==> src/rtl/sw_slot_pkg.sv <==
package sw_slot_pkg;

   typedef enum logic [2:0] {
      ST_IDLE,
      ST_SLOT,
      ST_WAITHI,
      ST_PWAIT,
      ST_PPULSE,
      ST_PREL
   } slot_state_t;

   function automatic int us_to_ticks(input int us, input int tpu);
      return us * tpu;
   endfunction

endpackage

==> src/rtl/sw_line_sync.sv <==
module sw_line_sync #(
   parameter int STAGES = 2
) (
   input  logic clk,
   input  logic rst_n,
   input  logic din,
   output logic line,
   output logic fall
);
   logic [STAGES-1:0] chain;
   logic              prev_q;

   generate
      for (genvar i = 0; i < STAGES; i++) begin : g_stage
         if (i == 0) begin : g_first
            always_ff @(posedge clk or negedge rst_n) begin
               if (!rst_n) chain[0] <= 1'b1;
               else        chain[0] <= din;
            end
         end else begin : g_next
            always_ff @(posedge clk or negedge rst_n) begin
               if (!rst_n) chain[i] <= 1'b1;
               else        chain[i] <= chain[i-1];
            end
         end
      end
   endgenerate

   always_ff @(posedge clk or negedge rst_n) begin
      if (!rst_n) prev_q <= 1'b1;
      else        prev_q <= chain[STAGES-1];
   end

   assign line = chain[STAGES-1];
   assign fall = prev_q & ~line;
endmodule

==> src/rtl/sw_low_timer.sv <==
module sw_low_timer #(
   parameter int W   = 12,
   parameter int CAP = 1000
) (
   input  logic         clk,
   input  logic         rst_n,
   input  logic         line,
   output logic [W-1:0] low_cnt
);
   localparam logic [W-1:0] CAP_C = W'(CAP);

   always_ff @(posedge clk or negedge rst_n) begin
      if (!rst_n)               low_cnt <= '0;
      else if (line)            low_cnt <= '0;
      else if (low_cnt != CAP_C) low_cnt <= low_cnt + 1'b1;
   end

   assert_low_sat_R6: assert property (@(posedge clk) disable iff (!rst_n)
      low_cnt <= CAP_C);
   assert_low_clear_R8: assert property (@(posedge clk) disable iff (!rst_n)
      $past(line) |-> low_cnt == '0);
endmodule

==> src/rtl/sw_slot_ctrl.sv <==
module sw_slot_ctrl
   import sw_slot_pkg::*;
#(
   parameter int TICKS_PER_US = 50,
   parameter int LW           = 16
) (
   input  logic          clk,
   input  logic          rst_n,
   input  logic          line,
   input  logic          fall,
   input  logic [LW-1:0] low_cnt,
   input  logic          od_mode,
   input  logic          tx_bit,
   output logic          pull_low,
   output logic          reset_seen,
   output logic          reset_std,
   output logic          rx_valid,
   output logic          rx_bit,
   output logic          tx_taken
);
   localparam int HOLD_S = us_to_ticks(15,  TICKS_PER_US);
   localparam int HOLD_O = us_to_ticks(2,   TICKS_PER_US);
   localparam int SMP_S  = us_to_ticks(30,  TICKS_PER_US);
   localparam int SMP_O  = us_to_ticks(3,   TICKS_PER_US);
   localparam int PW_S   = us_to_ticks(30,  TICKS_PER_US);
   localparam int PW_O   = us_to_ticks(3,   TICKS_PER_US);
   localparam int PL_S   = us_to_ticks(120, TICKS_PER_US);
   localparam int PL_O   = us_to_ticks(12,  TICKS_PER_US);
   localparam int RST_S  = us_to_ticks(480, TICKS_PER_US);
   localparam int RST_O  = us_to_ticks(48,  TICKS_PER_US);
   localparam int CW     = $clog2(PL_S + 1);

   localparam logic [CW-1:0] HOLD_S_M1 = CW'(HOLD_S - 1);
   localparam logic [CW-1:0] HOLD_O_M1 = CW'(HOLD_O - 1);
   localparam logic [CW-1:0] SMP_S_M1  = CW'(SMP_S - 1);
   localparam logic [CW-1:0] SMP_O_M1  = CW'(SMP_O - 1);
   localparam logic [CW-1:0] PW_S_M1   = CW'(PW_S - 1);
   localparam logic [CW-1:0] PW_O_M1   = CW'(PW_O - 1);
   localparam logic [CW-1:0] PL_S_M1   = CW'(PL_S - 1);
   localparam logic [CW-1:0] PL_O_M1   = CW'(PL_O - 1);
   localparam logic [LW-1:0] RST_S_C   = LW'(RST_S);
   localparam logic [LW-1:0] RST_O_C   = LW'(RST_O);

   slot_state_t   state;
   logic [CW-1:0] cnt;
   logic          fast;
   logic [CW-1:0] hold_m1, smp_m1, pw_m1, pl_m1;

   assign hold_m1 = fast ? HOLD_O_M1 : HOLD_S_M1;
   assign smp_m1  = fast ? SMP_O_M1  : SMP_S_M1;
   assign pw_m1   = fast ? PW_O_M1   : PW_S_M1;
   assign pl_m1   = fast ? PL_O_M1   : PL_S_M1;

   always_ff @(posedge clk or negedge rst_n) begin
      if (!rst_n) begin
         state      <= ST_IDLE;
         cnt        <= '0;
         fast       <= 1'b0;
         pull_low   <= 1'b0;
         reset_seen <= 1'b0;
         reset_std  <= 1'b0;
         rx_valid   <= 1'b0;
         rx_bit     <= 1'b0;
         tx_taken   <= 1'b0;
      end else begin
         reset_seen <= 1'b0;
         reset_std  <= 1'b0;
         rx_valid   <= 1'b0;
         tx_taken   <= 1'b0;
         unique case (state)
            ST_IDLE: begin
               if (fall) begin
                  state    <= ST_SLOT;
                  cnt      <= '0;
                  fast     <= od_mode;
                  pull_low <= ~tx_bit;
                  tx_taken <= 1'b1;
               end
            end
            ST_SLOT: begin
               if (cnt == hold_m1) pull_low <= 1'b0;
               if (cnt == smp_m1) begin
                  rx_valid <= 1'b1;
                  rx_bit   <= line;
                  state    <= ST_WAITHI;
               end
               cnt <= cnt + 1'b1;
            end
            ST_WAITHI: begin
               if (line) begin
                  cnt <= '0;
                  if (low_cnt >= RST_S_C) begin
                     reset_seen <= 1'b1;
                     reset_std  <= 1'b1;
                     fast       <= 1'b0;
                     state      <= ST_PWAIT;
                  end else if (fast && low_cnt >= RST_O_C) begin
                     reset_seen <= 1'b1;
                     state      <= ST_PWAIT;
                  end else begin
                     state <= ST_IDLE;
                  end
               end
            end
            ST_PWAIT: begin
               if (cnt == pw_m1) begin
                  cnt      <= '0;
                  pull_low <= 1'b1;
                  state    <= ST_PPULSE;
               end else begin
                  cnt <= cnt + 1'b1;
               end
            end
            ST_PPULSE: begin
               if (cnt == pl_m1) begin
                  pull_low <= 1'b0;
                  state    <= ST_PREL;
               end else begin
                  cnt <= cnt + 1'b1;
               end
            end
            ST_PREL: begin
               if (line) state <= ST_IDLE;
            end
            default: state <= ST_IDLE;
         endcase
      end
   end

   assert_tx_drive_R3: assert property (@(posedge clk) disable iff (!rst_n)
      tx_taken |-> (pull_low == !$past(tx_bit)));
   assert_strobe_excl_R2: assert property (@(posedge clk) disable iff (!rst_n)
      $onehot0({tx_taken, rx_valid, reset_seen}));
   assert_std_is_reset_R6: assert property (@(posedge clk) disable iff (!rst_n)
      reset_std |-> reset_seen);
   assert_drive_state_R9: assert property (@(posedge clk) disable iff (!rst_n)
      pull_low |-> (state == ST_SLOT || state == ST_PPULSE));
   assert_rx_after_slot_R4: assert property (@(posedge clk) disable iff (!rst_n)
      rx_valid |-> $past(state) == ST_SLOT);
   assert_reset_from_wait_R7: assert property (@(posedge clk) disable iff (!rst_n)
      reset_seen |-> (state == ST_PWAIT && $past(line)));
endmodule

==> src/rtl/sw_bitslot_engine.sv <==
module sw_bitslot_engine #(
   parameter int TICKS_PER_US = 50,
   parameter int SYNC_STAGES  = 2
) (
   input  logic clk,
   input  logic rst_n,
   input  logic bus_in,
   input  logic od_mode,
   input  logic tx_bit,
   output logic pull_low,
   output logic reset_seen,
   output logic reset_std,
   output logic rx_valid,
   output logic rx_bit,
   output logic tx_taken
);
   localparam int RST_CAP = sw_slot_pkg::us_to_ticks(480, TICKS_PER_US);
   localparam int LW      = $clog2(RST_CAP + 1);

   initial begin
      if (TICKS_PER_US < 4)  $fatal(1, "TICKS_PER_US must be at least 4");
      if (SYNC_STAGES < 2)   $fatal(1, "SYNC_STAGES must be at least 2");
   end

   logic          line, fall;
   logic [LW-1:0] low_cnt;

   sw_line_sync #(.STAGES(SYNC_STAGES)) u_sync (
      .clk(clk), .rst_n(rst_n), .din(bus_in), .line(line), .fall(fall)
   );

   sw_low_timer #(.W(LW), .CAP(RST_CAP)) u_timer (
      .clk(clk), .rst_n(rst_n), .line(line), .low_cnt(low_cnt)
   );

   sw_slot_ctrl #(.TICKS_PER_US(TICKS_PER_US), .LW(LW)) u_ctrl (
      .clk(clk), .rst_n(rst_n), .line(line), .fall(fall), .low_cnt(low_cnt),
      .od_mode(od_mode), .tx_bit(tx_bit), .pull_low(pull_low),
      .reset_seen(reset_seen), .reset_std(reset_std), .rx_valid(rx_valid),
      .rx_bit(rx_bit), .tx_taken(tx_taken)
   );
endmodule

==> config.mk <==
export PLATFORM = sky130hd
export DESIGN_NAME = sw_bitslot_engine
export DESIGN_NICKNAME = d
export VERILOG_FILES = /design/src/rtl/sw_slot_pkg.sv /design/src/rtl/sw_line_sync.sv /design/src/rtl/sw_low_timer.sv /design/src/rtl/sw_slot_ctrl.sv /design/src/rtl/sw_bitslot_engine.sv
export SDC_FILE = /design/constraint.sdc
export NUM_CORES = 1
export LEC_CHECK = 0
export ABC_AREA = 1
export ABC_CLOCK_PERIOD_IN_PS = 1900
export BUFFER_PORTS_ARGS = -buffer_cell sky130_fd_sc_hd__buf_4
export CORE_ASPECT_RATIO = 0.8
export CORE_MARGIN = 5
export CORE_UTILIZATION = 50
export CTS_CLUSTER_DIAMETER = 30
export DETAILED_ROUTE_END_ITERATION = 16
export PLACE_DENSITY = 0.67
export RECOVER_POWER = 100
export SYNTH_ARGS = -nofsm -noshare
export SYNTH_HDL_FRONTEND = slang
export SYNTH_SLANG_ARGS = --single-unit
==> constraint.sdc <==
create_clock -name clk -period 1.9 [get_ports clk]
set_clock_uncertainty 0.1 [all_clocks]
set_input_delay 0.38 -clock clk [delete_from_list [all_inputs] [get_ports clk]]
set_output_delay 0.38 -clock clk [all_outputs]
set_load 0.05 [all_outputs]
==> results list <==
- Setup slack on the worst reg-to-reg path comes out at 0.10 ns.
- The library cell used most frequently in the layout, excluding fill and tap cells, is sky130_fd_sc_hd__nand2_1.
- First-pass iteration count of the detailed router: 5
* Instance count along the most critical hold path: 1
- The core region is 0.00504 sq mm.
* Pwr/cell area: 1000 mW/mm^2
- Leakage power: 0.00147 uW
* Synth unique cells: 26
* Die height: 74.6 um
- The count of buffers added on input and output ports is 10.
* Worst Min Path Start: bus_in
- Final critical-path share of the clock period: 94.7%
* CTS tree: done
- The worst register-to-register path begins at u_ctrl.fast$_DFFE_PN0P_.
- The tightest min-delay check is of the primary input to register type.
* Die area: 0.00676 sq mm
* Most frequent cells in the layout: sky130_fd_sc_hd__nand2_1, sky130_fd_sc_hd__inv_1, sky130_fd_sc_hd__nor2_1, sky130_fd_sc_hd__nand3_1, sky130_fd_sc_hd__dfrtp_1
* Antenna-violating nets left: 0
- Starting density of the core: 51.7%
- Detailed placement ended at an HPWL of 4.92 mm.
- Maximum number of pins on one net before global-route repair: 42
* Number of global-route vias before repair: 2308
- Total overflow reported by the global router: 0
* Outcome: completed
- The worst setup path is launched from a register.
* Largest fanout of any net on the critical path: 9
* Number of levels the H-tree was split into: 2
- Filler cell count in the final layout: 455
- Final Worst Setup Slack: 0.101 ns
- Routed wire length: 6.87 mm
* Reg power frac: 35.3%
- Arrival time reported for the critical path endpoint: 1.93 ns
- Timing analysis after detailed placement gives a worst setup slack of -0.0399 ns.
- Of the total power, combinational logic draws 41.1%.
- Switching Share: 42.3%
- Final worst hold slack: 0.0993 ns
- For this design the total switching power over the nets is 1260 uW.
* Chip width: 90.7 um
* Final worst path period need: 1.80 ns
- The clock network accounts for 23.6% of the total power.
* Fin nets: 425
* CTS clock-pin slew for the worst setup and hold paths: 0.08 ns
- The number of clock buffers added by TritonCTS is 5.
- Cells after DPL: 468
- The tool flagged a number of max-cap violations equal to 0.
- A synthesized cell averages 6.68 sq um.
- The worst-case IR drop observed on VDD is 0.000593 V.
- Setup violations remaining at the end of the flow were counted as 0.
* Number of nets produced by synthesis: 398
- The share of the Yosys chip area taken by registers is 39.5%.
- Number of top-level pins: 11
* Initial antenna violation count: 0
* Library cell used as clock root buffer: sky130_fd_sc_hd__clkbuf_8
- The clock reaches the later pin of the worst-skew pair after 0.29 ns.
- In the final layout, the share of cells above drive strength 1 is 11.5%.
* First-pass GRT wire length: 11.1 mm
* Worst reg2reg path endpoint: u_ctrl.state[0]$_DFFE_PN0P_
- Instance count of the mapped netlist: 390
- Peak clock frequency supported by timing: 556 MHz
- Pins Over Slew Limit: 0
* Synth-to-layout area growth: 13.6%
- Routed wire length per instance: 14.3 um
- Global routing used 20.9% of the available tracks across all layers.
- For this run, design rule violations remaining after detail routing come to 0.
- For the pin with the worst max-slew slack, the measured transition is 1.03 ns.
- Required time reported for the critical path endpoint: 2.03 ns
- Overall power consumption after layout is estimated at 2970 uW.
- Netlist area before placement: 0.00260 sq mm
- Internal power comes to 1720 uW.
- The detailed router placed 2563 vias in this run.
* Total negative setup slack: 0 ns
- The count of endpoints failing hold in the final timing report was 0.
- The longest clock path from root to sink contains 2 buffers.
- Synthesis-stage register bit count: 41
- Placement Rows: 23
- Routability-driven placement finished with a final weighted congestion of 0.993.
* Startpoint-to-endpoint class of the critical path: register to register
- 0 antenna diodes ended up in the layout.
- CP endpoint kind: register
- TritonCTS sink count: 41
- Fin cells: 480
- Ys Warns: 0
- Vias per cell: 5.34
* Drt initial violations: 250
- The path with the worst hold slack has its endpoint at u_sync.chain[0]$_DFF_PN1_.
- Path depth of the worst reg2reg path: 10
- Normalized max-slew margin: 31.6%
-- cells by family after synthesis --
group / synth area share [%]
AO/OA/AOI/OAI: 9.41
AND/OR/NAND/NOR: 36.6
buffers and inverters: 9.70
XOR/XNOR: 3.36
adder cells (fa/ha/maj): 1.44
flip-flops: 39.5
-- state kept, by name, indices dropped and copies added, names as in the netlist --
signal / flops
u_timer.low_cnt: 15
u_ctrl.cnt: 13
u_ctrl.state: 3
u_ctrl.fast: 1
u_ctrl.pull_low: 1
u_ctrl.reset_seen: 1
u_ctrl.reset_std: 1
u_ctrl.rx_bit: 1
u_ctrl.rx_valid: 1
u_ctrl.tx_taken: 1
u_sync.chain: 1
u_sync.line: 1
u_sync.prev_q: 1
-- per-layer routing --
layer	track usage, %	vias to the layer above	share of wire, %	wire length [um]
met5	0	-	0	0
met2	30.0	113	42	2880
met3	6.07	14	9.5	652
met1	30.5	1149	47	3230
li1	-	1287	-	-
met4	6.12	0	1.5	106
-- worst max-delay path by stage --
stage                           startpoint                          end  slack, ns  cells after the start
2_1_floorplan    u_ctrl.cnt[0]$_DFFE_PN0P_    u_ctrl.cnt[0]$_DFFE_PN0P_       0.21                     11
3_3_place_gp   u_ctrl.state[0]$_DFFE_PN0P_    u_ctrl.cnt[0]$_DFFE_PN0P_       0.03                      9
3_5_place_dp   u_ctrl.state[1]$_DFFE_PN0P_    u_ctrl.cnt[0]$_DFFE_PN0P_      -0.04                      9
4_1_cts        u_ctrl.state[1]$_DFFE_PN0P_    u_ctrl.cnt[7]$_DFFE_PN0P_      0.009                      9
5_1_grt            u_ctrl.fast$_DFFE_PN0P_  u_ctrl.state[0]$_DFFE_PN0P_      -0.04                     12
6_report           u_ctrl.fast$_DFFE_PN0P_  u_ctrl.state[0]$_DFFE_PN0P_       0.10                     10
-- Yosys cell counts --
cell type                  number  share of area, %
sky130_fd_sc_hd__nor4_1         1              0.24
sky130_fd_sc_hd__dfrtp_1       38                37
sky130_fd_sc_hd__inv_1         47               6.8
sky130_fd_sc_hd__o31ai_1        1              0.29
sky130_fd_sc_hd__nor3_1        12               2.3
sky130_fd_sc_hd__xor2_1         9               3.0
sky130_fd_sc_hd__buf_2          3              0.58
sky130_fd_sc_hd__and3_1         1              0.24
sky130_fd_sc_hd__o211ai_1       3              0.86
sky130_fd_sc_hd__o21a_1         2              0.58
sky130_fd_sc_hd__buf_6          2              0.86
sky130_fd_sc_hd__buf_4          2              0.58
sky130_fd_sc_hd__clkbuf_2       1              0.19
sky130_fd_sc_hd__nor2_1        42               6.1
sky130_fd_sc_hd__o21ai_2        2              0.67
sky130_fd_sc_hd__o21bai_1       1              0.29
sky130_fd_sc_hd__ha_1           3               1.4
sky130_fd_sc_hd__nand3_1       37               7.1
sky130_fd_sc_hd__inv_2          4              0.58
sky130_fd_sc_hd__xnor2_1        1              0.34
sky130_fd_sc_hd__nand2_1      133                19
sky130_fd_sc_hd__dfstp_2        3               3.0
sky130_fd_sc_hd__o21ai_0       16               3.1
sky130_fd_sc_hd__clkbuf_1       1              0.14
sky130_fd_sc_hd__nand4_1        6               1.4
sky130_fd_sc_hd__a21oi_1       19               3.7
-- cell type report --
cell class	count	area (sq um)	area share, %
sequential	41	1030	34.9
inverter	51	196	6.64
multi-input combinational	289	1350	45.6
clock inverter	2	35.0	1.18
clock buffer	6	72.6	2.45
tap	62	77.6	2.62
timing repair buffer	29	195	6.59
-- timing repair --
item | 4_1_cts | 5_1_grt
setup buffers | 0 | 3
setup endpoints to repair | 12 | 17
cloned | 0 | 0
gates resized for setup | 2 | 14
hold endpoints to repair | 38 | 0
hold buffers | 1 | 0
-- through the flow --
step           utilization [%]  area (sq um)
6_report                  58.8          2960
5_1_grt                   58.8          2960
4_1_cts                   58.2          2930
3_5_place_dp              55.8          2810
3_3_place_gp              55.8          2810
2_1_floorplan                -          2610
-- critical path: stages, from the launching register on --
cell and delay (ns):
sky130_fd_sc_hd__dfrtp_2 0.45, sky130_fd_sc_hd__buf_4 0.18, sky130_fd_sc_hd__nand2_1 0.08, sky130_fd_sc_hd__nand3_2 0.12, sky130_fd_sc_hd__nor2_1 0.12, sky130_fd_sc_hd__nand3_1 0.14
sky130_fd_sc_hd__nand2_1 0.11, sky130_fd_sc_hd__nand2_1 0.07, sky130_fd_sc_hd__nor2_1 0.21, sky130_fd_sc_hd__nand2_1 0.08, sky130_fd_sc_hd__nand2_1 0.07
-- power by group through the flow --
stage,Clock [uW],Combinational (uW),Sequential (uW)
floorplan,0,780,1080
global placement,0,1120,1060
detailed placement,0,1130,1060
CTS,713,1150,1040
global route,761,1350,1060
finish,703,1220,1050
Power figures use the tool's default switching activity.
